$ cat src/rtl/uxr_pkg.sv
// Shared types and constants for the UART extended register bank.
// Assumes a byte-wide data bus and a 3-bit offset space.
package uxr_pkg;

    localparam int DATA_W = 8;
    localparam int ADDR_W = 3;

    // Register offsets whose position the bank decode depends on
    localparam logic [ADDR_W-1:0] OFS_DIV_LO = 3'd0;
    localparam logic [ADDR_W-1:0] OFS_DIV_HI = 3'd1;
    localparam logic [ADDR_W-1:0] OFS_LINE   = 3'd3;
    localparam logic [ADDR_W-1:0] OFS_MODEM  = 3'd4;
    localparam logic [ADDR_W-1:0] OFS_COUNT  = 3'd5;
    localparam logic [ADDR_W-1:0] OFS_LEVEL  = 3'd6;
    localparam logic [ADDR_W-1:0] OFS_TOP    = 3'd7;

    // Feature control bit positions
    localparam int FC_HYST_LO = 0;
    localparam int FC_HYST_HI = 1;
    localparam int FC_RXINV   = 2;
    localparam int FC_DIRSEL  = 3;
    localparam int FC_SWAP    = 6;
    localparam int FC_TXSIDE  = 7;

    // Modem control bit that drives OP1 in general-purpose mode
    localparam int MC_OP1 = 2;

    // Register target of one bus access
    typedef enum logic [3:0] {
        SEL_NONE,
        SEL_DIV_LO,
        SEL_DIV_HI,
        SEL_ID,
        SEL_REV,
        SEL_LINE,
        SEL_MODEM,
        SEL_SCRATCH,
        SEL_LEVEL_RD,
        SEL_COUNT,
        SEL_TRIG,
        SEL_FEAT
    } uxr_sel_e;

endpackage

$ cat src/rtl/uxr_bank_decode.sv
// Bank decoder: maps the offset and the current line control value to a
// read target and a write target. Purely combinational.
// Assumes the caller gates the write target with the write strobe.
module uxr_bank_decode
    import uxr_pkg::*;
#(
    parameter logic [DATA_W-1:0] EXT_KEY = 8'hBF
) (
    input  logic [ADDR_W-1:0] addr,
    input  logic [DATA_W-1:0] lcr,
    input  logic              div_zero,
    input  logic              scratch_swap,
    output uxr_sel_e          rd_sel,
    output uxr_sel_e          wr_sel
);

    logic ext_bank;
    logic div_bank;

    // Bank flags taken from the line control value
    always_comb begin
        ext_bank = (lcr == EXT_KEY);
        div_bank = lcr[DATA_W-1];
    end

    // Per-offset target selection for reads and writes
    always_comb begin
        rd_sel = SEL_NONE;
        wr_sel = SEL_NONE;
        case (addr)
            OFS_DIV_LO: begin
                if (div_bank) begin
                    wr_sel = SEL_DIV_LO;
                    rd_sel = (ext_bank && div_zero) ? SEL_ID : SEL_DIV_LO;
                end
            end
            OFS_DIV_HI: begin
                if (div_bank) begin
                    wr_sel = SEL_DIV_HI;
                    rd_sel = (ext_bank && div_zero) ? SEL_REV : SEL_DIV_HI;
                end
            end
            OFS_LINE: begin
                wr_sel = SEL_LINE;
                rd_sel = SEL_LINE;
            end
            OFS_MODEM: begin
                wr_sel = SEL_MODEM;
                rd_sel = SEL_MODEM;
            end
            OFS_COUNT: begin
                if (ext_bank) begin
                    rd_sel = SEL_COUNT;
                end
            end
            OFS_LEVEL: begin
                if (ext_bank) begin
                    wr_sel = SEL_TRIG;
                    rd_sel = SEL_TRIG;
                end
            end
            OFS_TOP: begin
                if (ext_bank) begin
                    wr_sel = SEL_FEAT;
                    rd_sel = SEL_FEAT;
                end else begin
                    wr_sel = SEL_SCRATCH;
                    rd_sel = scratch_swap ? SEL_LEVEL_RD : SEL_SCRATCH;
                end
            end
            default: begin
                rd_sel = SEL_NONE;
                wr_sel = SEL_NONE;
            end
        endcase
    end

endmodule

$ cat src/rtl/uxr_cfg_regs.sv
// Configuration register file: holds the divisor bytes, line and modem
// control, scratch, feature control and the two trigger levels.
// Assumes wr_sel is only meaningful while wr_en is high.
module uxr_cfg_regs
    import uxr_pkg::*;
(
    input  logic              clk,
    input  logic              rst_n,
    input  logic              wr_en,
    input  uxr_sel_e          wr_sel,
    input  logic [DATA_W-1:0] wdata,
    output logic [DATA_W-1:0] div_lo,
    output logic [DATA_W-1:0] div_hi,
    output logic [DATA_W-1:0] lcr,
    output logic [DATA_W-1:0] mcr,
    output logic [DATA_W-1:0] scratch,
    output logic [DATA_W-1:0] feat,
    output logic [DATA_W-1:0] rx_level,
    output logic [DATA_W-1:0] tx_level
);

    logic trig_wr;

    // A trigger write is routed by the direction bit of feature control
    always_comb begin
        trig_wr = wr_en && (wr_sel == SEL_TRIG);
    end

    // Divisor latch bytes
    always_ff @(posedge clk) begin
        if (!rst_n) begin
            div_lo <= '0;
            div_hi <= '0;
        end else if (wr_en) begin
            if (wr_sel == SEL_DIV_LO) div_lo <= wdata;
            if (wr_sel == SEL_DIV_HI) div_hi <= wdata;
        end
    end

    // Line and modem control bytes
    always_ff @(posedge clk) begin
        if (!rst_n) begin
            lcr <= '0;
            mcr <= '0;
        end else if (wr_en) begin
            if (wr_sel == SEL_LINE)  lcr <= wdata;
            if (wr_sel == SEL_MODEM) mcr <= wdata;
        end
    end

    // Scratch and feature control bytes
    always_ff @(posedge clk) begin
        if (!rst_n) begin
            scratch <= '0;
            feat    <= '0;
        end else if (wr_en) begin
            if (wr_sel == SEL_SCRATCH) scratch <= wdata;
            if (wr_sel == SEL_FEAT)    feat    <= wdata;
        end
    end

    // Receive and transmit trigger levels, steered by the side bit
    always_ff @(posedge clk) begin
        if (!rst_n) begin
            rx_level <= '0;
            tx_level <= '0;
        end else if (trig_wr) begin
            if (feat[FC_TXSIDE]) tx_level <= wdata;
            else                 rx_level <= wdata;
        end
    end

endmodule

$ cat src/rtl/uxr_read_port.sv
// Read path: selects the byte for the decoded read target and registers it
// on the read strobe. Holds the last value between reads.
// Assumes CNT_W is at most the data width; counts are zero-extended.
module uxr_read_port
    import uxr_pkg::*;
#(
    parameter int                CNT_W   = 8,
    parameter logic [DATA_W-1:0] DEV_ID  = 8'h14,
    parameter logic [DATA_W-1:0] DEV_REV = 8'h01
) (
    input  logic              clk,
    input  logic              rst_n,
    input  logic              rd_en,
    input  uxr_sel_e          rd_sel,
    input  logic [DATA_W-1:0] div_lo,
    input  logic [DATA_W-1:0] div_hi,
    input  logic [DATA_W-1:0] lcr,
    input  logic [DATA_W-1:0] mcr,
    input  logic [DATA_W-1:0] scratch,
    input  logic [DATA_W-1:0] feat,
    input  logic [CNT_W-1:0]  rx_cnt,
    input  logic [CNT_W-1:0]  tx_cnt,
    output logic [DATA_W-1:0] rdata
);

    logic [DATA_W-1:0] cnt_sel;
    logic [DATA_W-1:0] rd_mux;

    // FIFO count chosen by the side bit, widened to the bus
    always_comb begin
        cnt_sel = feat[FC_TXSIDE] ? DATA_W'(tx_cnt) : DATA_W'(rx_cnt);
    end

    // Byte selection per read target
    always_comb begin
        case (rd_sel)
            SEL_DIV_LO:   rd_mux = div_lo;
            SEL_DIV_HI:   rd_mux = div_hi;
            SEL_ID:       rd_mux = DEV_ID;
            SEL_REV:      rd_mux = DEV_REV;
            SEL_LINE:     rd_mux = lcr;
            SEL_MODEM:    rd_mux = mcr;
            SEL_SCRATCH:  rd_mux = scratch;
            SEL_LEVEL_RD: rd_mux = cnt_sel;
            SEL_COUNT:    rd_mux = cnt_sel;
            SEL_FEAT:     rd_mux = feat;
            default:      rd_mux = '0;
        endcase
    end

    // Capture the selected byte on the read strobe
    always_ff @(posedge clk) begin
        if (!rst_n) begin
            rdata <= '0;
        end else if (rd_en) begin
            rdata <= rd_mux;
        end
    end

endmodule

$ cat src/rtl/uxr_pin_map.sv
// Pin mapping: turns feature control and modem control into the pad-side
// outputs (hysteresis select, IrDA receive polarity, OP1 source).
// Purely combinational; assumes rx_in is already synchronised.
module uxr_pin_map
    import uxr_pkg::*;
(
    input  logic [DATA_W-1:0] feat,
    input  logic              mcr_op1,
    input  logic              rs485_dir,
    input  logic              rx_in,
    output logic [1:0]        rts_hyst,
    output logic              irda_rx_out,
    output logic              op1_out
);

    // Feature-driven pad outputs
    always_comb begin
        rts_hyst    = feat[FC_HYST_HI:FC_HYST_LO];
        irda_rx_out = rx_in ^ feat[FC_RXINV];
        op1_out     = feat[FC_DIRSEL] ? rs485_dir : mcr_op1;
    end

endmodule

$ cat src/rtl/uxr_regbank.sv
// UART channel register bank with a keyed extended set.
// Ties together the bank decoder, the register file, the read port and the
// pad mapping. Assumes single-cycle strobes and never both strobes at once.
module uxr_regbank
    import uxr_pkg::*;
#(
    parameter int                CNT_W   = 8,
    parameter logic [7:0]        EXT_KEY = 8'hBF,
    parameter logic [7:0]        DEV_ID  = 8'h14,
    parameter logic [7:0]        DEV_REV = 8'h01
) (
    input  logic             clk,
    input  logic             rst_n,
    input  logic [2:0]       addr,
    input  logic             wr_en,
    input  logic             rd_en,
    input  logic [7:0]       wdata,
    output logic [7:0]       rdata,
    input  logic [CNT_W-1:0] rx_fifo_cnt,
    input  logic [CNT_W-1:0] tx_fifo_cnt,
    input  logic             rs485_dir,
    input  logic             rx_in,
    output logic [15:0]      divisor,
    output logic [7:0]       rx_trig,
    output logic [7:0]       tx_trig,
    output logic [1:0]       rts_hyst,
    output logic             irda_rx_out,
    output logic             op1_out,
    output logic [7:0]       lcr_cfg,
    output logic [7:0]       mcr_cfg
);

    uxr_sel_e          rd_sel;
    uxr_sel_e          wr_sel;
    logic [DATA_W-1:0] div_lo;
    logic [DATA_W-1:0] div_hi;
    logic [DATA_W-1:0] lcr;
    logic [DATA_W-1:0] mcr;
    logic [DATA_W-1:0] scratch;
    logic [DATA_W-1:0] feat;
    logic              div_zero;

    // Divisor assembly and zero detection for the ID window
    always_comb begin
        divisor  = {div_hi, div_lo};
        div_zero = (divisor == '0);
        lcr_cfg  = lcr;
        mcr_cfg  = mcr;
    end

    uxr_bank_decode #(
        .EXT_KEY (EXT_KEY)
    ) u_decode (
        .addr         (addr),
        .lcr          (lcr),
        .div_zero     (div_zero),
        .scratch_swap (feat[FC_SWAP]),
        .rd_sel       (rd_sel),
        .wr_sel       (wr_sel)
    );

    uxr_cfg_regs u_regs (
        .clk      (clk),
        .rst_n    (rst_n),
        .wr_en    (wr_en),
        .wr_sel   (wr_sel),
        .wdata    (wdata),
        .div_lo   (div_lo),
        .div_hi   (div_hi),
        .lcr      (lcr),
        .mcr      (mcr),
        .scratch  (scratch),
        .feat     (feat),
        .rx_level (rx_trig),
        .tx_level (tx_trig)
    );

    uxr_read_port #(
        .CNT_W   (CNT_W),
        .DEV_ID  (DEV_ID),
        .DEV_REV (DEV_REV)
    ) u_read (
        .clk     (clk),
        .rst_n   (rst_n),
        .rd_en   (rd_en),
        .rd_sel  (rd_sel),
        .div_lo  (div_lo),
        .div_hi  (div_hi),
        .lcr     (lcr),
        .mcr     (mcr),
        .scratch (scratch),
        .feat    (feat),
        .rx_cnt  (rx_fifo_cnt),
        .tx_cnt  (tx_fifo_cnt),
        .rdata   (rdata)
    );

    uxr_pin_map u_pins (
        .feat        (feat),
        .mcr_op1     (mcr[MC_OP1]),
        .rs485_dir   (rs485_dir),
        .rx_in       (rx_in),
        .rts_hyst    (rts_hyst),
        .irda_rx_out (irda_rx_out),
        .op1_out     (op1_out)
    );

endmodule

$ cat config.mk
export PLATFORM = sky130hd
export DESIGN_NAME = uxr_regbank
export DESIGN_NICKNAME = d
export VERILOG_FILES = /design/src/rtl/uxr_pkg.sv /design/src/rtl/uxr_bank_decode.sv /design/src/rtl/uxr_cfg_regs.sv /design/src/rtl/uxr_read_port.sv /design/src/rtl/uxr_pin_map.sv /design/src/rtl/uxr_regbank.sv
export SDC_FILE = /design/constraint.sdc
export NUM_CORES = 1
export LEC_CHECK = 0
export ABC_AREA = 1
export CAP_MARGIN = 20
export CORE_MARGIN = 4
export CORE_UTILIZATION = 65
export CTS_CLUSTER_DIAMETER = 40
export DETAILED_ROUTE_END_ITERATION = 10
export DONT_BUFFER_PORTS = 1
export PLACE_DENSITY = 0.81
export SYNTH_ARGS = -nofsm -noshare
export SYNTH_HDL_FRONTEND = slang
export SYNTH_HIERARCHICAL = 1
export SYNTH_SLANG_ARGS = --single-unit
export TNS_END_PERCENT = 50
$ cat constraint.sdc
create_clock -name clk -period 5.5 [get_ports clk]
set_input_delay 1.1 -clock clk [delete_from_list [all_inputs] [get_ports clk]]
set_output_delay 1.1 -clock clk [all_outputs]
set_load 0.02 [all_outputs]
==> results of run 1 <==
## power by group
group / switching [mW] / leakage, nW / internal [mW]
logic: 0.0715 / 1.24 / 0.0285
clock network: 0.204 / 0.101 / 0.255
registers: 0.0230 / 0.582 / 0.530
## worst max-delay path, stage by stage, from the launching register on
cell,delay [ns]
sky130_fd_sc_hd__dfxtp_1,0.55
sky130_fd_sc_hd__nand2_1,0.16
sky130_fd_sc_hd__nor2_4,0.19
sky130_fd_sc_hd__nand2_4,0.09
sky130_fd_sc_hd__nor2_2,0.11
sky130_fd_sc_hd__nand2_1,0.08
sky130_fd_sc_hd__nand3_1,0.18
sky130_fd_sc_hd__inv_1,0.10
sky130_fd_sc_hd__nor2_2,0.44
sky130_fd_sc_hd__nand3_1,0.22
sky130_fd_sc_hd__nand2_1,0.12
sky130_fd_sc_hd__nor2_1,0.05
sky130_fd_sc_hd__nand2_1,0.05
sky130_fd_sc_hd__nand2_1,0.05
sky130_fd_sc_hd__a21oi_1,0.11
## final timing paths
| kind | depth (start not counted) | slack, ns | endpoint |
|---|---|---|---|
| worst max-delay path | 14 | 2.93 | u_read/rdata[2]$_SDFFE_PN0P_ |
| worst min-delay path | 2 | 0.49 | u_regs/scratch[1]$_SDFFE_PN0P_ |
| worst max register to register | 14 | 2.93 | u_read/rdata[2]$_SDFFE_PN0P_ |
| worst min register to register | 2 | 0.49 | u_regs/scratch[1]$_SDFFE_PN0P_ |
## state kept, by name (all words and copies together) (netlist names)
register	cells
u_regs/tx_level	8
u_regs/feat	8
u_regs/scratch	8
u_regs/div_hi	8
u_regs/mcr	8
u_regs/div_lo	8
u_regs/lcr	8
u_regs/rx_level	8
u_read/rdata	8
## per-stage QoR
stage                     power (mW)  cell area (um^2)  setup slack [ns]
after global placement        0.6605              4001             2.322
after global routing           1.153              4229             2.655
after detailed placement      0.6628              4001             2.279
after floorplan               0.6486              4083             3.074
after CTS                      1.116              4222             2.609
final                          1.112              4229             2.930
## cell usage in the layout, fill, tap and decap left out
cell type	Yosys	final
sky130_fd_sc_hd__a21oi_1	16	16
sky130_fd_sc_hd__nor2_1	142	142
sky130_fd_sc_hd__clkinv_2	0	1
sky130_fd_sc_hd__nand3_4	3	3
sky130_fd_sc_hd__and2_1	1	1
sky130_fd_sc_hd__clkinv_1	2	2
sky130_fd_sc_hd__clkinv_4	0	1
sky130_fd_sc_hd__nand2_2	3	3
sky130_fd_sc_hd__o21ai_1	2	2
sky130_fd_sc_hd__clkbuf_8	0	9
sky130_fd_sc_hd__o21ai_0	8	8
sky130_fd_sc_hd__inv_2	5	5
sky130_fd_sc_hd__dfxtp_1	72	72
sky130_fd_sc_hd__nand3_1	45	45
sky130_fd_sc_hd__nand2_1	239	239
sky130_fd_sc_hd__nor2_8	1	1
sky130_fd_sc_hd__nor3b_2	1	1
sky130_fd_sc_hd__bufinv_16	0	2
sky130_fd_sc_hd__clkinvlp_4	0	3
sky130_fd_sc_hd__nand2_4	1	1
sky130_fd_sc_hd__buf_4	5	1
sky130_fd_sc_hd__nor2_2	4	4
sky130_fd_sc_hd__nand3b_1	1	1
sky130_fd_sc_hd__nor3_1	1	1
sky130_fd_sc_hd__nand4_1	18	18
sky130_fd_sc_hd__o21a_1	1	1
sky130_fd_sc_hd__inv_1	71	71
sky130_fd_sc_hd__nor3b_1	1	1
sky130_fd_sc_hd__nor2_4	9	9
## logic make-up after synthesis
logic type | count (synthesis)
AND/OR/NAND/NOR | 470
buffers and inverters | 104
flip-flops | 72
AO/OA/AOI/OAI | 27
## area by class of cell
class                           count  area [um^2]
Fill cell                         549         1762
Timing Repair Buffer                1        7.507
Sequential cell                    72         1441
Inverter                           78        292.8
Multi-Input combinational cell    497         2173
Clock buffer                        9        123.9
Tap cell                           75        93.84
Clock inverter                      7        96.34
## routing by layer
layer / share of wire [%] / vias to the layer above / GRT usage (%)
met5: 0 / - / 0
met4: 2.2 / 0 / 9.763
met3: 12 / 29 / 10.31
met2: 47 / 192 / 48.36
met1: 39 / 1738 / 37.78
li1: - / 2019 / -
==> flow_metrics.tcl, run 1 <==
set metrics [dict create \
    run_status "finished, final reports clean" \
    class_of_the_most_critical_hold_timing_path "register to register" \
    io_buffer_count 0 \
    post-dp-hpwl_um 8097 \
    grt_antenna_before_repair 0 \
    unrepaired_setup_endpoints_after_global_routing "false" \
    finalCritPeriodShare_pct 46.73 \
    yosys.area.top_type "sky130_fd_sc_hd__dfxtp_1" \
    grt_pass1_vias 3578 \
    antenna_cells_inserted 0 \
    gp_routability_congestion 0.8593 \
    route.vias.total 3978 \
    drive_above_1_share_pct 6.627 \
    synthAdderAreaFrac_pct 0 \
    synth_compound_area_share_pct 3.371 \
    startpoint_type "register" \
    synth_fp_nets 706 \
    maxSlewViolCount 0 \
    initial_core_util_pct 68.15 \
    crit_type "register to register" \
    synth_edf_count 0 \
    netlist.area_leader.share_pct 35.30 \
    global_route.overflow_total 0 \
    synth_area_per_cell_um2 6.066 \
    ant_nets 0 \
    setup_tns_ns 0 \
    cp_data_required_time_ns 5.79 \
    detail_route.vias_per_cell 5.383 \
    design.die.area_um2 7613 \
    cts-hold-fix-buffers 0 \
    setup_viol_count_final 0 \
    final-instance-count-excl-fill 739 \
    crit-reg2reg-launch "u_regs/lcr[4]$_SDFFE_PN0P_" \
    ys_dominant_reg_cell "sky130_fd_sc_hd__dfxtp_1" \
    avgRoutedWirePerCell_um 14.93 \
    yosys_warnings 6 \
    grt_start_max_net_pins 66 \
    netlist_top_cells_area "sky130_fd_sc_hd__dfxtp_1, sky130_fd_sc_hd__nand2_1, sky130_fd_sc_hd__nor2_1" \
    cts.repair.resized 0 \
    critPathLaunch "u_regs/lcr[4]$_SDFFE_PN0P_" \
    whs_ns 0.4913 \
    synth_xor_area_share_pct 0 \
    routed_wirelength_um 11030 \
    synth_simple_gate_area_share_pct 49.86 \
    core.rowCount 28 \
    worst_endpoint_data_arrival_time_ns 2.86 \
    place_inst 722 \
    slew_headroom_pct 46.59 \
    worst-path-max-fanout 14 \
    end_kind "register" \
    drt_first_pass_iters 6 \
    leakage_power_nw 1.928 \
    die_width_um 87.25 \
    period_needed_ns 2.570 \
    cts.sinks 72 \
    io-pin-count 93 \
    hp-start "u_regs/scratch[1]$_SDFFE_PN0P_" \
    fmax_mhz 389.1 \
    dr.first_iter.drc_count 370 \
    worst_clock_skew_ns 0.007366 \
    power_density_of_the_placed_cells_nw_per_um2 262.9 \
    worst_setup_hold_path_clk_slew_ns 0.08 \
    post_synth_mux_area_share_pct 0 \
    synth.top_cells.by_count "sky130_fd_sc_hd__nand2_1, sky130_fd_sc_hd__nor2_1, sky130_fd_sc_hd__dfxtp_1" \
    synthCells 673 \
    synthArstFlopShare_pct 0 \
    timing_hold_violations_final 0 \
    h-tree-depth 3 \
    syn_area_um2 4083 \
    maxCapViolations 0 \
    post-cts-setup-buffer-count 0 \
    tightestPinTransition_ns 0.8001 \
    yosysUniqueCellTypes 28 \
    flow.area_growth_from_synthesis_pct 3.586 \
    clock_tree.buffer_depth 2 \
    global_route_wire_length_before_repair_um 17510 \
    die_h_um 87.25 \
    grt.total_usage_pct 30.07 \
    vdd_ir_drop_max_uv 207.5 \
    finish.net_count 692 \
    drc 0 \
    tritoncts "done" \
    cts_root_buffer "sky130_fd_sc_hd__clkbuf_8" \
    synth_seq_area_share_pct 35.30 \
    clk-insertion-delay-late_ns 0.35 \
    coreArea_um2 5991 \
    synth.ff_latch_count 72 \
    final_core_utilization_pct 70.59 \
    synth_top_family_by_area "simple AND/OR/NAND/NOR gates" \
    yosysMostFrequentCell "sky130_fd_sc_hd__nand2_1" \
    numCtsBuffers 9 \
]
Power figures use the tool's default switching activity.
==> run 2, diff against run 1 <==
Settings changed: CORE_UTILIZATION 65 to 64, PLACE_DENSITY 0.81 to 0.8.
Clock period 5.5 ns to 2.6 ns, I/O delays scaled along.
==> run 2 against run 1 <==
First-iteration DRC count up 26%. Count of clock-buffer cells in the layout unchanged. Global-route usage increased by 0.12 points. Clock power is 120% higher. Non-clock buffer count up 20. Cell area grew 3.8%. Utilization increased by 1.8 points. Register-to-register slack lost 2.7 ns. Maximum frequency rose by 7.9%. Routed wire length increased by 2.8%. Critical path depth increased by 2. Sequential share of layout area decreased by 1.2 points.
==> flow_metrics.tcl, run 2 (same netlist as run 1, synthesis figures left out) <==
set metrics [dict create \
    grt_antenna_before_repair 0 \
    startpoint_type "register" \
    drive_above_1_share_pct 9.503 \
    grt.total_usage_pct 30.19 \
    core.rowCount 28 \
    worst-path-max-fanout 14 \
    cts_root_buffer "sky130_fd_sc_hd__clkbuf_8" \
    finalCritPeriodShare_pct 91.65 \
    critical-path-top-cell-by-count "sky130_fd_sc_hd__nand2_1" \
    final_core_utilization_pct 72.40 \
    whs_ns 0.2832 \
    detail_route.vias_per_cell 5.404 \
    numCtsBuffers 9 \
    critPathBufInv 1 \
    ant_nets 0 \
    period_needed_ns 2.383 \
    io-pin-count 93 \
    final_cell_mix "sky130_fd_sc_hd__nand2_1, sky130_fd_sc_hd__nor2_1, sky130_fd_sc_hd__dfxtp_1" \
    design.die.area_um2 7721 \
    drc 0 \
    run_status "finished, final reports clean" \
    routed_wirelength_um 11340 \
    clk-insertion-delay-late_ns 0.36 \
    initial_core_util_pct 67.36 \
    leakage_power_nw 2.043 \
    worst_endpoint_data_arrival_time_ns 2.67 \
    worst_setup_hold_path_clk_slew_ns 0.08 \
    post-cts-setup-buffer-count 0 \
    global_route.overflow_total 0 \
    dr.first_iter.drc_count 467 \
    final-instance-count-excl-fill 759 \
    place_inst 743 \
    h-tree-depth 3 \
    clock_tree.buffer_depth 2 \
    avgRoutedWirePerCell_um 14.94 \
    flow.area_growth_from_synthesis_pct 7.478 \
    die_h_um 87.87 \
    finalWorstSetupSlack_ns 0.2170 \
    end_kind "register" \
    die_width_um 87.87 \
    global_route_wire_length_before_repair_um 17840 \
    timing.critical_path.slowest_stage_cell "sky130_fd_sc_hd__dfxtp_1" \
    antenna_cells_inserted 0 \
    finish.net_count 712 \
    vdd_ir_drop_max_uv 421.3 \
    io_buffer_count 0 \
    chain_of_cells_forming_the_critical_path "inv_1 > nand2_1 > nor2_1 > nand2_1 > nor2_1 > nand3_1 > nand2_1 > nand2_1 > nand3_1 > nor2_2 > nand2_1 > nor2_1 > nor2_1 > nand2_1 > nand2_1 > a21oi_1" \
    grt_start_max_net_pins 66 \
    cts-hold-fix-buffers 0 \
    tightestPinTransition_ns 0.7066 \
    post-dp-hpwl_um 8186 \
    slew_headroom_pct 52.58 \
    tritoncts "done" \
    gp_routability_congestion 0.9645 \
    layout.filler_cells 536 \
    drt_first_pass_iters 5 \
    setup_viol_count_final 0 \
    cts.sinks 72 \
    setup_tns_ns 0 \
    route.vias.total 4102 \
    final_area_um2 4388 \
    cts.repair.resized 0 \
    maxCapViolations 0 \
    maxSlewViolCount 0 \
    crit_type "register to register" \
    cp_data_required_time_ns 2.89 \
    mostFrequentLayoutCell "sky130_fd_sc_hd__nand2_1" \
    total_power_mw 2.416 \
    fmax_mhz 419.6 \
    timing_hold_violations_final 0 \
    grt_pass1_vias 3634 \
    place_area_um2 4159 \
    critical-path-top-delay-family "simple AND/OR/NAND/NOR gates" \
    coreArea_um2 6061 \
    class_of_the_most_critical_hold_timing_path "input port to register" \
    post-place-ws_ns 0.2938 \
    worst_clock_skew_ns 0.008655 \
    critical-path-max-stage-delay_ns 0.56 \
    power_density_of_the_placed_cells_nw_per_um2 550.6 \
]
## run 2: changes by cell type in the layout (fill, tap and decap cells not counted)
cell and delta:
sky130_fd_sc_hd__clkinv_2 -1, sky130_fd_sc_hd__nor2_2 +1, sky130_fd_sc_hd__nor2_1 -1, sky130_fd_sc_hd__buf_4 +20, sky130_fd_sc_hd__inv_6 +2, sky130_fd_sc_hd__clkinv_4 +1, sky130_fd_sc_hd__clkinvlp_4 -2
## run 2: final timing paths
kind / from / endpoint / slack (ns) / cells after the start
max: u_regs/div_hi[0]$_SDFFE_PN0P_ / u_read/rdata[6]$_SDFFE_PN0P_ / 0.22 / 16
max reg2reg: u_regs/div_hi[0]$_SDFFE_PN0P_ / u_read/rdata[6]$_SDFFE_PN0P_ / 0.22 / 16
min: rst_n / u_regs/scratch[4]$_SDFFE_PN0P_ / 0.28 / 2
min reg2reg: u_regs/scratch[7]$_SDFFE_PN0P_ / u_regs/scratch[7]$_SDFFE_PN0P_ / 0.49 / 2
## run 2: final cells by class
cell class	instances	area (um^2)	share of cell area, %
timing repair buffer	21	157.7	3.593
sequential	72	1441	32.85
multi-input combinational	497	2176	49.59
clock buffer	9	123.9	2.823
tap	75	93.84	2.139
inverter	78	292.8	6.672
clock inverter	7	102.6	2.338
## run 2: worst reg2reg max path, cell delays in order (launching register included)
cell and delay, ns:
sky130_fd_sc_hd__dfxtp_1 0.56, sky130_fd_sc_hd__inv_1 0.08, sky130_fd_sc_hd__nand2_1 0.08, sky130_fd_sc_hd__nor2_1 0.04
sky130_fd_sc_hd__nand2_1 0.07, sky130_fd_sc_hd__nor2_1 0.06, sky130_fd_sc_hd__nand3_1 0.09, sky130_fd_sc_hd__nand2_1 0.06
sky130_fd_sc_hd__nand2_1 0.07, sky130_fd_sc_hd__nand3_1 0.19, sky130_fd_sc_hd__nor2_2 0.46, sky130_fd_sc_hd__nand2_1 0.13
sky130_fd_sc_hd__nor2_1 0.15, sky130_fd_sc_hd__nor2_1 0.06, sky130_fd_sc_hd__nand2_1 0.07, sky130_fd_sc_hd__nand2_1 0.05
sky130_fd_sc_hd__a21oi_1 0.10
## run 2: power by group
group          switching, mW  internal [mW]
Sequential            0.0304           1.12
Clock                  0.465          0.550
Combinational          0.173         0.0755
Total                  0.669           1.75
## run 2: metal layers
metal	global-route usage (%)	up-vias	wire [um]
met2	48.15	191	5232
met1	38.68	1821	4605
li1	-	2061	-
met3	7.526	29	1200
met5	0	-	0
met4	13.25	0	300
